--- src/rtl/capsec_pkg.sv ---
`timescale 1ns/1ps
package capsec_pkg;
    localparam int BYTE_W = 8;
    localparam int REV_W  = 3;
    localparam int ERR_W  = 3;

    typedef logic [BYTE_W-1:0] byte_t;

    localparam byte_t BLK_HDR = 8'd3;

    typedef enum logic [ERR_W-1:0] {
        ERR_NONE     = 3'd0,
        ERR_VERSION  = 3'd1,
        ERR_LENGTH   = 3'd2,
        ERR_OVERRUN  = 3'd3,
        ERR_PADDING  = 3'd4,
        ERR_CHECKSUM = 3'd5
    } err_e;

    typedef enum logic [3:0] {
        PS_VER, PS_LEN, PS_USE, PS_EXT,
        PS_TAG, PS_REV, PS_PLEN, PS_PAY,
        PS_PAD, PS_SKIP, PS_SUM
    } pstate_e;

    typedef struct packed {
        logic             is_hdr;
        byte_t            tag;
        logic [REV_W-1:0] rev;
        byte_t            len;
        byte_t            data;
        logic             first;
        logic             last;
    } beat_t;

    // Where to go once a block (or the header) is done, given area bytes left
    function automatic pstate_e route_next(byte_t left);
        if (left == '0)
            return PS_SUM;
        else if (left < BLK_HDR)
            return PS_PAD;
        else
            return PS_TAG;
    endfunction
endpackage

--- src/rtl/capsec_cksum.sv ---
`timescale 1ns/1ps
module capsec_cksum
    import capsec_pkg::*;
(
    input  logic  clk,
    input  logic  rst,
    input  logic  fire,
    input  logic  start,
    input  byte_t din,
    output byte_t sum_o
);
    byte_t sum_q;

    always_ff @(posedge clk) begin
        if (rst)
            sum_q <= '0;
        else if (fire)
            sum_q <= start ? din : byte_t'(sum_q + din);
    end

    assign sum_o = sum_q;
endmodule

--- src/rtl/capsec_outq.sv ---
`timescale 1ns/1ps
module capsec_outq
    import capsec_pkg::*;
(
    input  logic  clk,
    input  logic  rst,
    input  logic  load,
    input  beat_t beat_in,
    input  logic  out_ready,
    output logic  out_valid,
    output beat_t beat_o
);
    logic  vld_q;
    beat_t beat_q;

    always_ff @(posedge clk) begin
        if (rst) begin
            vld_q  <= 1'b0;
            beat_q <= '0;
        end else if (load) begin
            vld_q  <= 1'b1;
            beat_q <= beat_in;
        end else if (out_ready) begin
            vld_q  <= 1'b0;
        end
    end

    assign out_valid = vld_q;
    assign beat_o    = beat_q;
endmodule

--- src/rtl/capsec_walk.sv ---
`timescale 1ns/1ps
module capsec_walk
    import capsec_pkg::*;
#(
    parameter byte_t VERSION_ID = 8'h20,
    parameter byte_t MAX_AREA   = 8'd251
)(
    input  logic  clk,
    input  logic  rst,
    input  logic  fire,
    input  byte_t din,
    input  byte_t sum_cur,
    output logic  start_o,
    output logic  emit_o,
    output beat_t beat_o,
    output logic  done_o,
    output err_e  err_o
);
    pstate_e          st_q, st_d;
    byte_t            area_q, area_d;
    byte_t            blk_q, blk_d;
    byte_t            plen_q, plen_d;
    byte_t            tag_q, tag_d;
    logic [REV_W-1:0] rev_q, rev_d;
    err_e             err_q, err_d;
    logic             done_q, done_d;
    byte_t            area_dec;
    byte_t            sum_fin;

    assign area_dec = area_q - 8'd1;
    assign sum_fin  = sum_cur + din;
    assign start_o  = fire && (st_q == PS_VER);

    always_comb begin
        st_d   = st_q;
        area_d = area_q;
        blk_d  = blk_q;
        plen_d = plen_q;
        tag_d  = tag_q;
        rev_d  = rev_q;
        err_d  = err_q;
        done_d = 1'b0;
        emit_o = 1'b0;
        beat_o = '0;
        if (fire) begin
            unique case (st_q)
                PS_VER: begin
                    err_d = (din != VERSION_ID) ? ERR_VERSION : ERR_NONE;
                    st_d  = PS_LEN;
                end
                PS_LEN: begin
                    area_d = din;
                    if (err_q == ERR_NONE && din > MAX_AREA)
                        err_d = ERR_LENGTH;
                    st_d = PS_USE;
                end
                PS_USE: st_d = PS_EXT;
                PS_EXT: begin
                    if (err_q != ERR_NONE) begin
                        done_d = 1'b1;
                        st_d   = PS_VER;
                    end else begin
                        st_d = route_next(area_q);
                    end
                end
                PS_TAG: begin
                    tag_d  = din;
                    area_d = area_dec;
                    st_d   = PS_REV;
                end
                PS_REV: begin
                    rev_d  = din[REV_W-1:0];
                    area_d = area_dec;
                    st_d   = PS_PLEN;
                end
                PS_PLEN: begin
                    area_d = area_dec;
                    if (din > area_dec) begin
                        err_d = ERR_OVERRUN;
                        st_d  = (area_dec == '0) ? PS_SUM : PS_SKIP;
                    end else begin
                        emit_o        = 1'b1;
                        beat_o.is_hdr = 1'b1;
                        beat_o.tag    = tag_q;
                        beat_o.rev    = rev_q;
                        beat_o.len    = din;
                        plen_d        = din;
                        blk_d         = din;
                        st_d          = (din == '0) ? route_next(area_dec) : PS_PAY;
                    end
                end
                PS_PAY: begin
                    emit_o       = 1'b1;
                    beat_o.data  = din;
                    beat_o.first = (blk_q == plen_q);
                    beat_o.last  = (blk_q == 8'd1);
                    area_d       = area_dec;
                    blk_d        = blk_q - 8'd1;
                    if (blk_q == 8'd1)
                        st_d = route_next(area_dec);
                end
                PS_PAD: begin
                    if (din != '0 && err_q == ERR_NONE)
                        err_d = ERR_PADDING;
                    area_d = area_dec;
                    if (area_dec == '0)
                        st_d = PS_SUM;
                end
                PS_SKIP: begin
                    area_d = area_dec;
                    if (area_dec == '0)
                        st_d = PS_SUM;
                end
                PS_SUM: begin
                    done_d = 1'b1;
                    st_d   = PS_VER;
                    if (err_q == ERR_NONE && sum_fin != '0)
                        err_d = ERR_CHECKSUM;
                end
                default: st_d = PS_VER;
            endcase
        end
    end

    always_ff @(posedge clk) begin
        if (rst) begin
            st_q   <= PS_VER;
            area_q <= '0;
            blk_q  <= '0;
            plen_q <= '0;
            tag_q  <= '0;
            rev_q  <= '0;
            err_q  <= ERR_NONE;
            done_q <= 1'b0;
        end else begin
            st_q   <= st_d;
            area_q <= area_d;
            blk_q  <= blk_d;
            plen_q <= plen_d;
            tag_q  <= tag_d;
            rev_q  <= rev_d;
            err_q  <= err_d;
            done_q <= done_d;
        end
    end

    assign done_o = done_q;
    assign err_o  = err_q;
endmodule

--- src/rtl/capsec_parser.sv ---
`timescale 1ns/1ps
module capsec_parser
    import capsec_pkg::*;
#(
    parameter byte_t VERSION_ID = 8'h20,
    parameter byte_t MAX_AREA   = 8'd251
)(
    input  logic       clk,
    input  logic       rst,
    input  logic       in_valid,
    output logic       in_ready,
    input  logic [7:0] in_data,
    output logic       out_valid,
    input  logic       out_ready,
    output logic       out_is_hdr,
    output logic [7:0] out_tag,
    output logic [2:0] out_rev,
    output logic [7:0] out_len,
    output logic [7:0] out_data,
    output logic       out_first,
    output logic       out_last,
    output logic       sec_done,
    output logic [2:0] sec_err
);
    logic  fire;
    logic  start_w;
    logic  emit_w;
    beat_t beat_w;
    beat_t beat_q;
    byte_t sum_w;
    err_e  err_w;

    assign in_ready = !(out_valid && !out_ready);
    assign fire     = in_valid && in_ready;

    capsec_cksum u_cksum (
        .clk   (clk),
        .rst   (rst),
        .fire  (fire),
        .start (start_w),
        .din   (in_data),
        .sum_o (sum_w)
    );

    capsec_walk #(
        .VERSION_ID (VERSION_ID),
        .MAX_AREA   (MAX_AREA)
    ) u_walk (
        .clk     (clk),
        .rst     (rst),
        .fire    (fire),
        .din     (in_data),
        .sum_cur (sum_w),
        .start_o (start_w),
        .emit_o  (emit_w),
        .beat_o  (beat_w),
        .done_o  (sec_done),
        .err_o   (err_w)
    );

    capsec_outq u_outq (
        .clk       (clk),
        .rst       (rst),
        .load      (emit_w),
        .beat_in   (beat_w),
        .out_ready (out_ready),
        .out_valid (out_valid),
        .beat_o    (beat_q)
    );

    assign out_is_hdr = beat_q.is_hdr;
    assign out_tag    = beat_q.tag;
    assign out_rev    = beat_q.rev;
    assign out_len    = beat_q.len;
    assign out_data   = beat_q.data;
    assign out_first  = beat_q.first;
    assign out_last   = beat_q.last;
    assign sec_err    = err_w;
endmodule

--- config.mk ---
export PLATFORM = sky130hd
export DESIGN_NAME = capsec_parser
export DESIGN_NICKNAME = d
export VERILOG_FILES = /design/src/rtl/capsec_pkg.sv /design/src/rtl/capsec_cksum.sv /design/src/rtl/capsec_outq.sv /design/src/rtl/capsec_walk.sv /design/src/rtl/capsec_parser.sv
export SDC_FILE = /design/constraint.sdc
export NUM_CORES = 1
export LEC_CHECK = 0
export ABC_AREA = 0
export ABC_CLOCK_PERIOD_IN_PS = 6500
export CORE_MARGIN = 2
export CORE_UTILIZATION = 45
export CTS_BUF_LIST = sky130_fd_sc_hd__clkbuf_16
export DETAILED_ROUTE_END_ITERATION = 7
export PLACE_DENSITY_LB_ADDON = 0.25
export SLEW_MARGIN = 20
export SYNTH_ARGS = -nofsm -noshare
export SYNTH_HDL_FRONTEND = slang
export SYNTH_SLANG_ARGS = --single-unit
export TNS_END_PERCENT = 1
--- constraint.sdc ---
create_clock -name clk -period 6.5 [get_ports clk]
set_input_delay 0.975 -clock clk [delete_from_list [all_inputs] [get_ports clk]]
set_output_delay 0.975 -clock clk [all_outputs]
set_load 0.1 [all_outputs]
Yosys cells after proc, flatten, opt, wreduce, memory -nomap -nowiden
Index checks and enable logic that the tools add are counted.
Widths: inputs -> output; s select.
{"block": "op_classes", "mul": 0, "addsub": 3, "eq_ne": 20, "order_cmp": 4, "div_mod_pow": 0, "bitwise": 2, "shifts": 0, "muxes": 32, "n_reduce_logical": 30}
{"operator": "$mux 20", "count": 2}
{"operator": "$mux 4", "count": 9}
{"operator": "$pmux 4 s9", "count": 1}
{"operator": "$pmux 8 s2", "count": 2}
{"operator": "$mux 30", "count": 1}
{"operator": "$logic_not 8->1", "count": 3}
{"operator": "$eq 4x3->1 const B", "count": 4}
{"operator": "$lt 8x2->1 const B", "count": 2}
{"operator": "$mux 8", "count": 2}
{"operator": "$reduce_bool 8->1", "count": 2}
{"operator": "$sub 8x1->8 const B", "count": 2}
{"operator": "$pmux 3 s5", "count": 1}
{"operator": "$eq 4x4->1 const B", "count": 3}
{"operator": "$mux 3", "count": 4}
{"operator": "$ne 2x1->1 const B", "count": 6}
{"operator": "$mux 10", "count": 1}
{"operator": "$reduce_and 3->1", "count": 3}
{"operator": "$add 8x8->8", "count": 1}
{"operator": "$eq 4x2->1 const B", "count": 2}
{"operator": "$eq 8x1->1 const B", "count": 1}
{"operator": "$eq 8x8->1", "count": 1}
{"operator": "$gt 8x8->1", "count": 1}
{"operator": "$gt 8x8->1 const B", "count": 1}
{"operator": "$ne 8x6->1 const B", "count": 1}
{"operator": "17 further kinds", "count": 35}
{"block": "totals", "inputBits": 12, "ram_bits": 0, "out_inout_bits": 36, "latchBits": 0, "mem_count": 0, "wordCells": 108, "register_bits": 82, "mem_bits_ro": 0}

Logic depth before layout (Yosys ltp)
Gate-level depths: netlist of run 1.
{"block": "depth", "depth_word": 7, "mapped_depth": 17, "ltp_nobuf": 14}

Hierarchy
Synthesis of run 1 repeated with hierarchy kept, for this count alone.
{"block": "hier_totals", "cells_unflattened": 657, "hier_area_um2": 5352.6}
{"mod": "capsec_walk", "area_each_um2": 3459.6, "instances": 1, "seq_area_each_um2": 860.8, "cells_each": 468}
{"mod": "capsec_outq", "area_each_um2": 1132.3, "instances": 1, "seq_area_each_um2": 620.6, "cells_each": 101}
{"mod": "capsec_cksum", "area_each_um2": 738.2, "instances": 1, "seq_area_each_um2": 160.2, "cells_each": 86}
{"mod": "capsec_parser", "area_each_um2": 22.5, "instances": 1, "seq_area_each_um2": 0.0, "cells_each": 2}

Worst setup path after synthesis of run 1
No wires, ideal clock.
{"block": "synth_timing", "kind": "input to register", "startpoint": "input out_ready", "endpoint": "register u_walk.tag_q[7]", "t_required_ns": 6.372, "path_buffers": 1, "path_slack_ns": 2.808, "setup_ns": 0.128, "arrival_time_ns": 3.565, "stages": 7, "cell_sequence": "nand2b_1 > and2_1 > clkbuf_1 > nand2_1 > nor3_1 > mux2i_1 > nor2_1"}
{"block": "synth_between", "elab_chain_cells": 5}
{"item": "from (decl)", "line": "capsec_parser.sv:14", "rtl": "input logic out_ready,"}
{"item": "$logic_not 1->1", "line": "capsec_parser.sv:33", "rtl": "assign in_ready = !(out_valid && !out_ready);"}
{"item": "$logic_and 1x1->1", "line": "capsec_parser.sv:33"}
{"item": "$logic_not 1->1", "line": "capsec_parser.sv:33"}
{"item": "$logic_and 1x1->1", "line": "capsec_parser.sv:34", "rtl": "assign fire = in_valid && in_ready;"}
{"item": "$reduce_and 2->1 (no source line)"}
{"item": "to (signal assigned)", "line": "capsec_walk.sv:140", "rtl": "tag_q <= tag_d;"}
{"item": "to (decl)", "line": "capsec_walk.sv:23", "rtl": "byte_t tag_q, tag_d;"}
Every way passes these cells.
A chain may end at the register's enable or synchronous reset.

Worst setup path after layout of run 1
{"block": "layout_timing", "startpoint": "input in_data[6]", "endpoint": "register, netlist name u_outq.beat_o[10]"}
{"block": "layout_between", "elab_chain_cells": 4, "word_cells_on_any_way": 7, "classes_between": "order compare (1); mux (6)"}
{"item": "from (decl)", "line": "capsec_parser.sv:12", "rtl": "input logic [7:0] in_data,"}
{"item": "$gt 8x8->1 *", "line": "capsec_walk.sv:78", "rtl": "if (din > area_dec) begin"}
{"item": "$mux 1 / $mux 20 (equally long branches)", "line": "capsec_walk.sv:78"}
{"item": "$pmux 1 s2 / $mux 20 (equally long branches)", "line": "capsec_walk.sv:46", "rtl": "unique case (st_q)"}
{"item": "$mux 1 / $mux 30 (equally long branches)", "line": "capsec_walk.sv:45", "rtl": "if (fire) begin"}
Mark *: on every way between the ends. The rest lies on a longest branch, timed or not.

==> results of run 1 <==
worst reg2reg max path, stage by stage, from the launching register on:
cell and delay (ns):
dfxtp_1 0.57, inv_1 0.16, ha_1 0.33, nand2_1 0.13, nor3_1 0.06, xnor2_1 0.17, ha_1 0.32, or3b_2 0.45
a22oi_1 0.13, nand2b_1 0.19, o211ai_1 0.16, o2bb2ai_4 0.23, and2b_4 0.22, and3_1 0.81, a22o_1 0.28
layer usage:
layer  GRT usage, %  part of all wire (%)  routed length, um
met5              0                     0                  0
met4          7.238                   1.9                227
met3          4.616                   4.7                579
met2          38.24                    47               5818
met1          30.43                    46               5633
power by group through the flow:
stage / Combinational (uW) / Sequential (uW) / Clock [uW]
floorplan: 167 / 543 / 0
global placement: 215 / 540 / 0
detailed placement: 219 / 541 / 0
CTS: 222 / 529 / 620
global route: 247 / 532 / 644
finish: 225 / 530 / 615
cell usage in the layout (no fill, tap or decap), types with 3 or more instances in the layout:
cell type / Yosys / routed
nor2b_1: 8 / 8
inv_1: 18 / 18
clkbuf_16: 0 / 9
mux2i_1: 19 / 19
xnor2_1: 20 / 20
a21o_1: 3 / 3
nand2b_1: 8 / 8
ha_1: 18 / 18
and2_1: 3 / 3
nor4_1: 7 / 7
nor3_1: 12 / 12
o221a_1: 3 / 3
clkdlybuf4s50_1: 0 / 47
a211oi_1: 3 / 3
o21bai_1: 3 / 3
a31oi_1: 3 / 3
o31ai_1: 5 / 5
a22oi_1: 7 / 7
buf_4: 0 / 5
xor2_1: 3 / 3
o21ai_0: 27 / 27
nor2_1: 57 / 57
dfxtp_1: 82 / 82
nand2_1: 40 / 40
bufinv_16: 0 / 3
o21ai_1: 3 / 3
nand3_1: 5 / 5
nand4_1: 6 / 6
o211ai_1: 5 / 5
nor3b_1: 3 / 3
a22o_1: 38 / 38
a21oi_1: 34 / 34
a311oi_1: 4 / 4
or3_1: 3 / 3
and3_1: 5 / 5
through the flow:
stage	cell area (um^2)	util [%]	hold WS, ns
after global placement	5017	51.10	0.4430
after CTS	5373	54.71	0.4698
final	5373	54.71	0.4674
after detailed placement	5017	51.10	0.4554
after floorplan	4563	-	0.4356
after global routing	5373	54.71	0.4867
registers in the layout (all words and copies together) (netlist names):
register	count
u_walk.tag_q	8
u_outq.beat_o	30
u_walk.err_o	3
u_walk.done_o	1
u_cksum.sum_o	8
u_walk.st_q	4
u_walk.area_q	8
u_outq.out_valid	1
u_walk.blk_q	8
u_walk.rev_q	3
u_walk.plen_q	8
area by class of cell:
class	instances	area (um^2)	share of cell area (%)
Tap cell	133	166.4	3.097
Inverter	18	67.56	1.258
Clock inverter	7	130.1	2.422
Timing Repair Buffer	52	508.0	9.455
Clock buffer	9	225.2	4.192
Sequential cell	82	1642	30.55
Multi-Input combinational cell	390	2634	49.02
cells by family after synthesis:
logic type	synth area share [%]
buf+inv	6.306
simple gates	17.74
fa+ha+maj	5.594
flops	35.97
xor+xnor	4.415
compound gates	25.80
mux	4.168
worst paths after layout:
kind,slack (ns),cells past startpoint,to,from
min reg2reg,0.47,2,u_cksum.sum_o[2],u_cksum.sum_o[2]
min,0.47,2,u_cksum.sum_o[2],u_cksum.sum_o[2]
max reg2reg,2.23,14,u_outq.beat_o[10],u_walk.area_q[0]
max,2.21,10,u_outq.beat_o[10],in_data[6]
==> impl_metrics.csv, run 1 <==
group,metric,value,unit
routing,antenna_left,0,
logic_synthesis,synth_area_per_cell,8.545,um^2
timing,fmax,232.9,MHz
logic_synthesis,async_reset_ff_share,0,%
die,die_h,104.7,um
worst_setup_path,critPathCaptureType,"flop",
worst_setup_path,crit_buf_inv,1,
pwr,p_leak,0.002032,uW
pwr,power_density,255.0,mW/mm^2
worst_setup_path,arrival,4.57,ns
placement,dp_hpwl,7984,um
global_routing,grt_util_all_layers,23.15,%
timing,timing.setup.tns,0,ns
global_routing,grt_overflow,0,
cells_and_area,diodes,0,
global_routing,grt_pass1_wl,20710,um
die,start_util,46.47,%
pwr,power_frac_clock,44.9,%
hold_path,hp-class,"flop to flop",
routing,drc,0,
logic_synthesis,syn_nets,565,
routing,vias,4079,
worst_setup_path,worst_ep_required_time,6.77,ns
pwr,p_int,983.6,uW
logic_synthesis,synth.most_common_cell,"dfxtp_1",
clock_network,cts.root.buffer_cell,"clkbuf_16",
worst_setup_path,slowest_stage,"and3_1",
routing,drtIter0Drc,323,
cells_and_area,fin_nets,584,
cells_and_area,stdcell_count,691,
die,pin_count,48,
clock_network,cts_hold_buf,0,
status,status,"finished, final reports clean",
timing,setup_viol,0,
placement,io_buffers,47,
pwr,ir_worst_vdd,0.1483,mV
logic_synthesis,yosys_warnings,0,
clock_network,cts-htree-levels,3,
job,max-cap-violations,0,
clock_network,cts_buffers,9,
logic_synthesis,yosysTopAreaCell,"dfxtp_1",
timing,fin_crit_sh,66.06,%
logic_synthesis,synth_common_cells,"82 x dfxtp_1, 57 x nor2_1, 40 x nand2_1, 38 x a22o_1, 35 x clkbuf_1",
placement,place_worst_setup_slack,1.893,ns
pwr,p_seq_share,38.7,%
cells_and_area,fillerInstances,898,
clock_network,cts_tree,"done",
placement,dp.cells,675,
clock_network,cts_setup_buffers,0,
die,placeableCoreArea,0.009819,mm^2
timing,maxSlewViolCount,0,
worst_setup_path,slowest_delay,0.81,ns
logic_synthesis,synth-seq-area-share,35.97,%
timing,finalClockSkew,0.008415,ns
global_routing,antenna_found_initial,0,
routing,firstDrtPassIters,5,
logic_synthesis,ys_dominant_reg_cell,"dfxtp_1",
routing,wire_per_inst,17.74,um
logic_synthesis,synth-edff-count,0,
pwr,p_sw,386.6,uW
cells_and_area,syn_to_final_growth,17.74,%
timing,fin_crit,4.294,ns
global_routing,grt_pass1_vias,4002,
die,die-area,0.01096,mm^2
die,die_w,104.7,um
clock_network,clock_latency,0.34,ns
worst_setup_path,crit_path_cell_trace,"clkdlybuf4s50_1 -> ha_1 -> or3b_2 -> a22oi_1 -> nand2b_1 -> o211ai_1 -> o2bb2ai_4 -> and2b_4 -> and3_1 -> a22o_1",
pwr,power,1370,uW
clock_network,cts.path.max_buffers,2,
worst_setup_path,path_class,"primary input to flop",
placement,globalplace.congestion,0.9765,
clock_network,path_clk_slew,0.07,ns
routing,vias_per_cell,5.903,
logic_synthesis,yosys-top-cells-area,"dfxtp_1 36%, a22o_1 7.3%, ha_1 4.9%",
timing,rsz0062_at_grt,"no",
routing,drt-total-wl,12260,um
logic_synthesis,syn_inst,534,
clock_network,cts_sinks,82,
worst_setup_path,path_max_fanout,27,
clock_network,ctsResizeCount,0,
worst_setup_path,crit_family,"simple AND/OR/NAND/NOR gates",
pwr,pwr-share-comb,16.4,%
die,rows,36,
logic_synthesis,ys_ff_latch,82,
worst_setup_path,cp-start-kind,"primary input",
timing,relSlewSlack,32.17,%
logic_synthesis,syn-cell-area,0.004563,mm^2
timing,tightestPinTransition,1.014,ns
timing,hold_viol_final,0,
logic_synthesis,yosysTopAreaCellShare,35.97,%
global_routing,grt_max_degree,44,
pwr,sw_frac_of_total,28.21,%
timing,worst_slack,2.206,ns
cells_and_area,drive_gt1_share,5.914,%
logic_synthesis,yosysUniqueCellTypes,65,
No activity file was read; power rests on OpenSTA's default activity.
==> inputs of run 2 (changes only) <==
ABC_CLOCK_PERIOD_IN_PS = 3510   (was 6500)
clock period = 3.51 ns   (was 6.5 ns; I/O delays follow)
==> run 2 against run 1 <==
Effect of this change: via count up 3.4%; largest cell class unchanged; critical path type is now flop to flop; largest power group is now sequential cells; final area rose by 4.2%; non-clock buffer count increased by 27; register-to-register slack got worse by 2.1 ns; total power up 76%; global-route usage decreased by 0.49 points; critical endpoint is now u_walk.blk_q[6].
==> impl_metrics.csv, run 2 (same netlist as run 1, synthesis figures left out) <==
group,metric,value,unit
status,status,"finished, final reports clean",
cells_and_area,regArea,0.001642,mm^2
worst_setup_path,arrival,3.59,ns
timing,maxSlewViolCount,0,
worst_setup_path,crit_path_cell_trace,"inv_1 -> ha_4 -> nand2_1 -> nor3_2 -> xnor2_1 -> ha_1 -> or3b_2 -> a22oi_1 -> nand2b_4 -> o211ai_1 -> o2bb2ai_4 -> o2111ai_2 -> buf_6 -> a211o_1 -> a21oi_1",
global_routing,grt_pass1_wl,20190,um
global_routing,antenna_found_initial,0,
die,rows,36,
pwr,power_density,429.8,mW/mm^2
hold_path,hp-start,"u_cksum.sum_o[2]",
timing,setup_viol,0,
die,die_w,104.7,um
global_routing,grt_overflow,0,
die,die_h,104.7,um
worst_setup_path,slowest_stage,"or3b_2",
hold_path,hp-class,"flop to flop",
die,start_util,46.47,%
cells_and_area,largest_reg_flops,30,
clock_network,cts_buffers,9,
worst_setup_path,regToRegSetupSlack,0.18,ns
placement,globalplace.congestion,0.9602,
timing,fmax,300.3,MHz
cells_and_area,design_area,0.005598,mm^2
clock_network,cts.root.buffer_cell,"clkbuf_16",
cells_and_area,final_common_cell,"dfxtp_1",
worst_setup_path,worst_ep_required_time,3.77,ns
timing,whs,0.4619,ns
clock_network,path_clk_slew,0.07,ns
clock_network,cts_tree,"done",
clock_network,cts-htree-levels,3,
pwr,ir_worst_vdd,0.2551,mV
timing,fin_crit_sh,94.88,%
worst_setup_path,path_max_fanout,11,
global_routing,grt_pass1_vias,3946,
cells_and_area,layout_common_cells,"82 x dfxtp_1, 57 x nor2_1, 46 x clkdlybuf4s50_1, 40 x nand2_1, 38 x a22o_1",
placement,placed_cell_area,0.005195,mm^2
routing,drtIter0Drc,329,
cells_and_area,fillerInstances,906,
worst_setup_path,slowest_delay,0.44,ns
cells_and_area,diodes,0,
pwr,p_leak,0.002150,uW
worst_setup_path,r2r-start,"u_walk.area_q[1]",
placement,io_buffers,47,
routing,firstDrtPassIters,5,
worst_setup_path,critPathCaptureType,"flop",
die,placeableCoreArea,0.009819,mm^2
worst_setup_path,crit_family,"compound AO/OA/AOI/OAI gates",
cells_and_area,multi_input_area,0.002679,mm^2
hold_path,hold_depth,2,
clock_network,cts.path.max_buffers,2,
timing,fin_crit,3.330,ns
timing,finalClockSkew,0.007481,ns
cells_and_area,syn_to_final_growth,22.68,%
routing,drt-total-wl,12680,um
clock_network,clock_latency,0.34,ns
global_routing,grt_util_all_layers,22.65,%
timing,relSlewSlack,33.82,%
die,pin_count,48,
cells_and_area,final_core_util,57.01,%
hold_path,hold_end,"u_cksum.sum_o[2]",
worst_setup_path,crit_buf_inv,2,
worst_setup_path,r2r-end,"u_walk.blk_q[6]",
timing,tightestPinTransition,0.9896,ns
die,die-area,0.01096,mm^2
routing,drc,0,
global_routing,grt_max_degree,44,
routing,antenna_left,0,
worst_setup_path,cp-start-kind,"flop",
cells_and_area,fin_nets,611,
routing,vias_per_cell,5.876,
worst_setup_path,path_class,"flop to flop",
worst_setup_path,rr_worst_depth,15,
pwr,power,2406,uW
clock_network,cts_hold_buf,0,
job,max-cap-violations,0,
timing,hold_viol_final,0,
routing,wire_per_inst,17.65,um
cells_and_area,drive_gt1_share,11.79,%
placement,dp_hpwl,8416,um
clock_network,cts_sinks,82,
routing,vias,4219,
-- run 2: cell type report --
class / instances / area share (%)
clock buffers: 9 / 4.023
clock inverters: 7 / 1.363
inverters: 18 / 1.207
multi-input cells: 390 / 47.85
flip-flops and latches: 82 / 29.32
well taps: 133 / 2.973
repair buffers: 79 / 13.25
-- run 2: worst register-to-register path: cells and delay by family, from the launching register on --
family	cells	cell delay [ns]
AOI/OAI and AO/OA	6	1.13
and+or+nand+nor	4	0.87
adders and majority gates	2	0.48
buffers and inverters	2	0.33
DFF	1	0.31
xor gates and xnor gates	1	0.11
-- run 2: where the power goes --
group          internal [uW]  switching [uW]  leakage, uW
clock                    557             412     0.000142
combinational            186             276      0.00134
sequential               950            24.4     0.000664
-- run 2: per-layer routing --
metal | global-route usage [%] | vias up | wire length, um
met5 | 0 | - | 0
li1 | - | 2033 | -
met3 | 4.055 | 18 | 706
met2 | 38.14 | 142 | 6038
met1 | 29.59 | 2026 | 5750
met4 | 6.857 | 0 | 180
-- run 2: through the flow --
| step | instances | setup slack, ns | TNS, ns |
|---|---|---|---|
| global placement | 699 | -0.1460 | -0.3596 |
| detailed placement | 699 | -0.1419 | -0.3577 |
| CTS | 715 | 0.02803 | 0 |
| floorplan | 534 | 0.03340 | 0 |
| finish | 718 | 0.1798 | 0 |
| global route | 718 | -0.03189 | -0.07740 |
-- run 2: worst max-delay path by stage --
stage	start	endpoint	slack, ns	cells past startpoint
floorplan	u_outq.out_valid	u_walk.tag_q[7]	0.03	7
global placement	in_data[0]	u_walk.err_o[0]	-0.15	11
detailed placement	in_data[0]	u_walk.err_o[0]	-0.14	11
CTS	u_walk.area_q[0]	u_outq.beat_o[28]	0.03	15
global route	u_walk.area_q[1]	u_walk.blk_q[6]	-0.03	15
finish	u_walk.area_q[1]	u_walk.blk_q[6]	0.18	15
-- run 2: repair_timing --
| item | 4_1_cts | 5_1_grt |
|---|---|---|
| endpoints found under the setup margin | 1 | 48 |
| resized for setup | 1 | 13 |
| cloned | 0 | 1 |
| pin swaps | 0 | 3 |
| setup buffers | 0 | 2 |
| hold endpoints to repair | 0 | 0 |
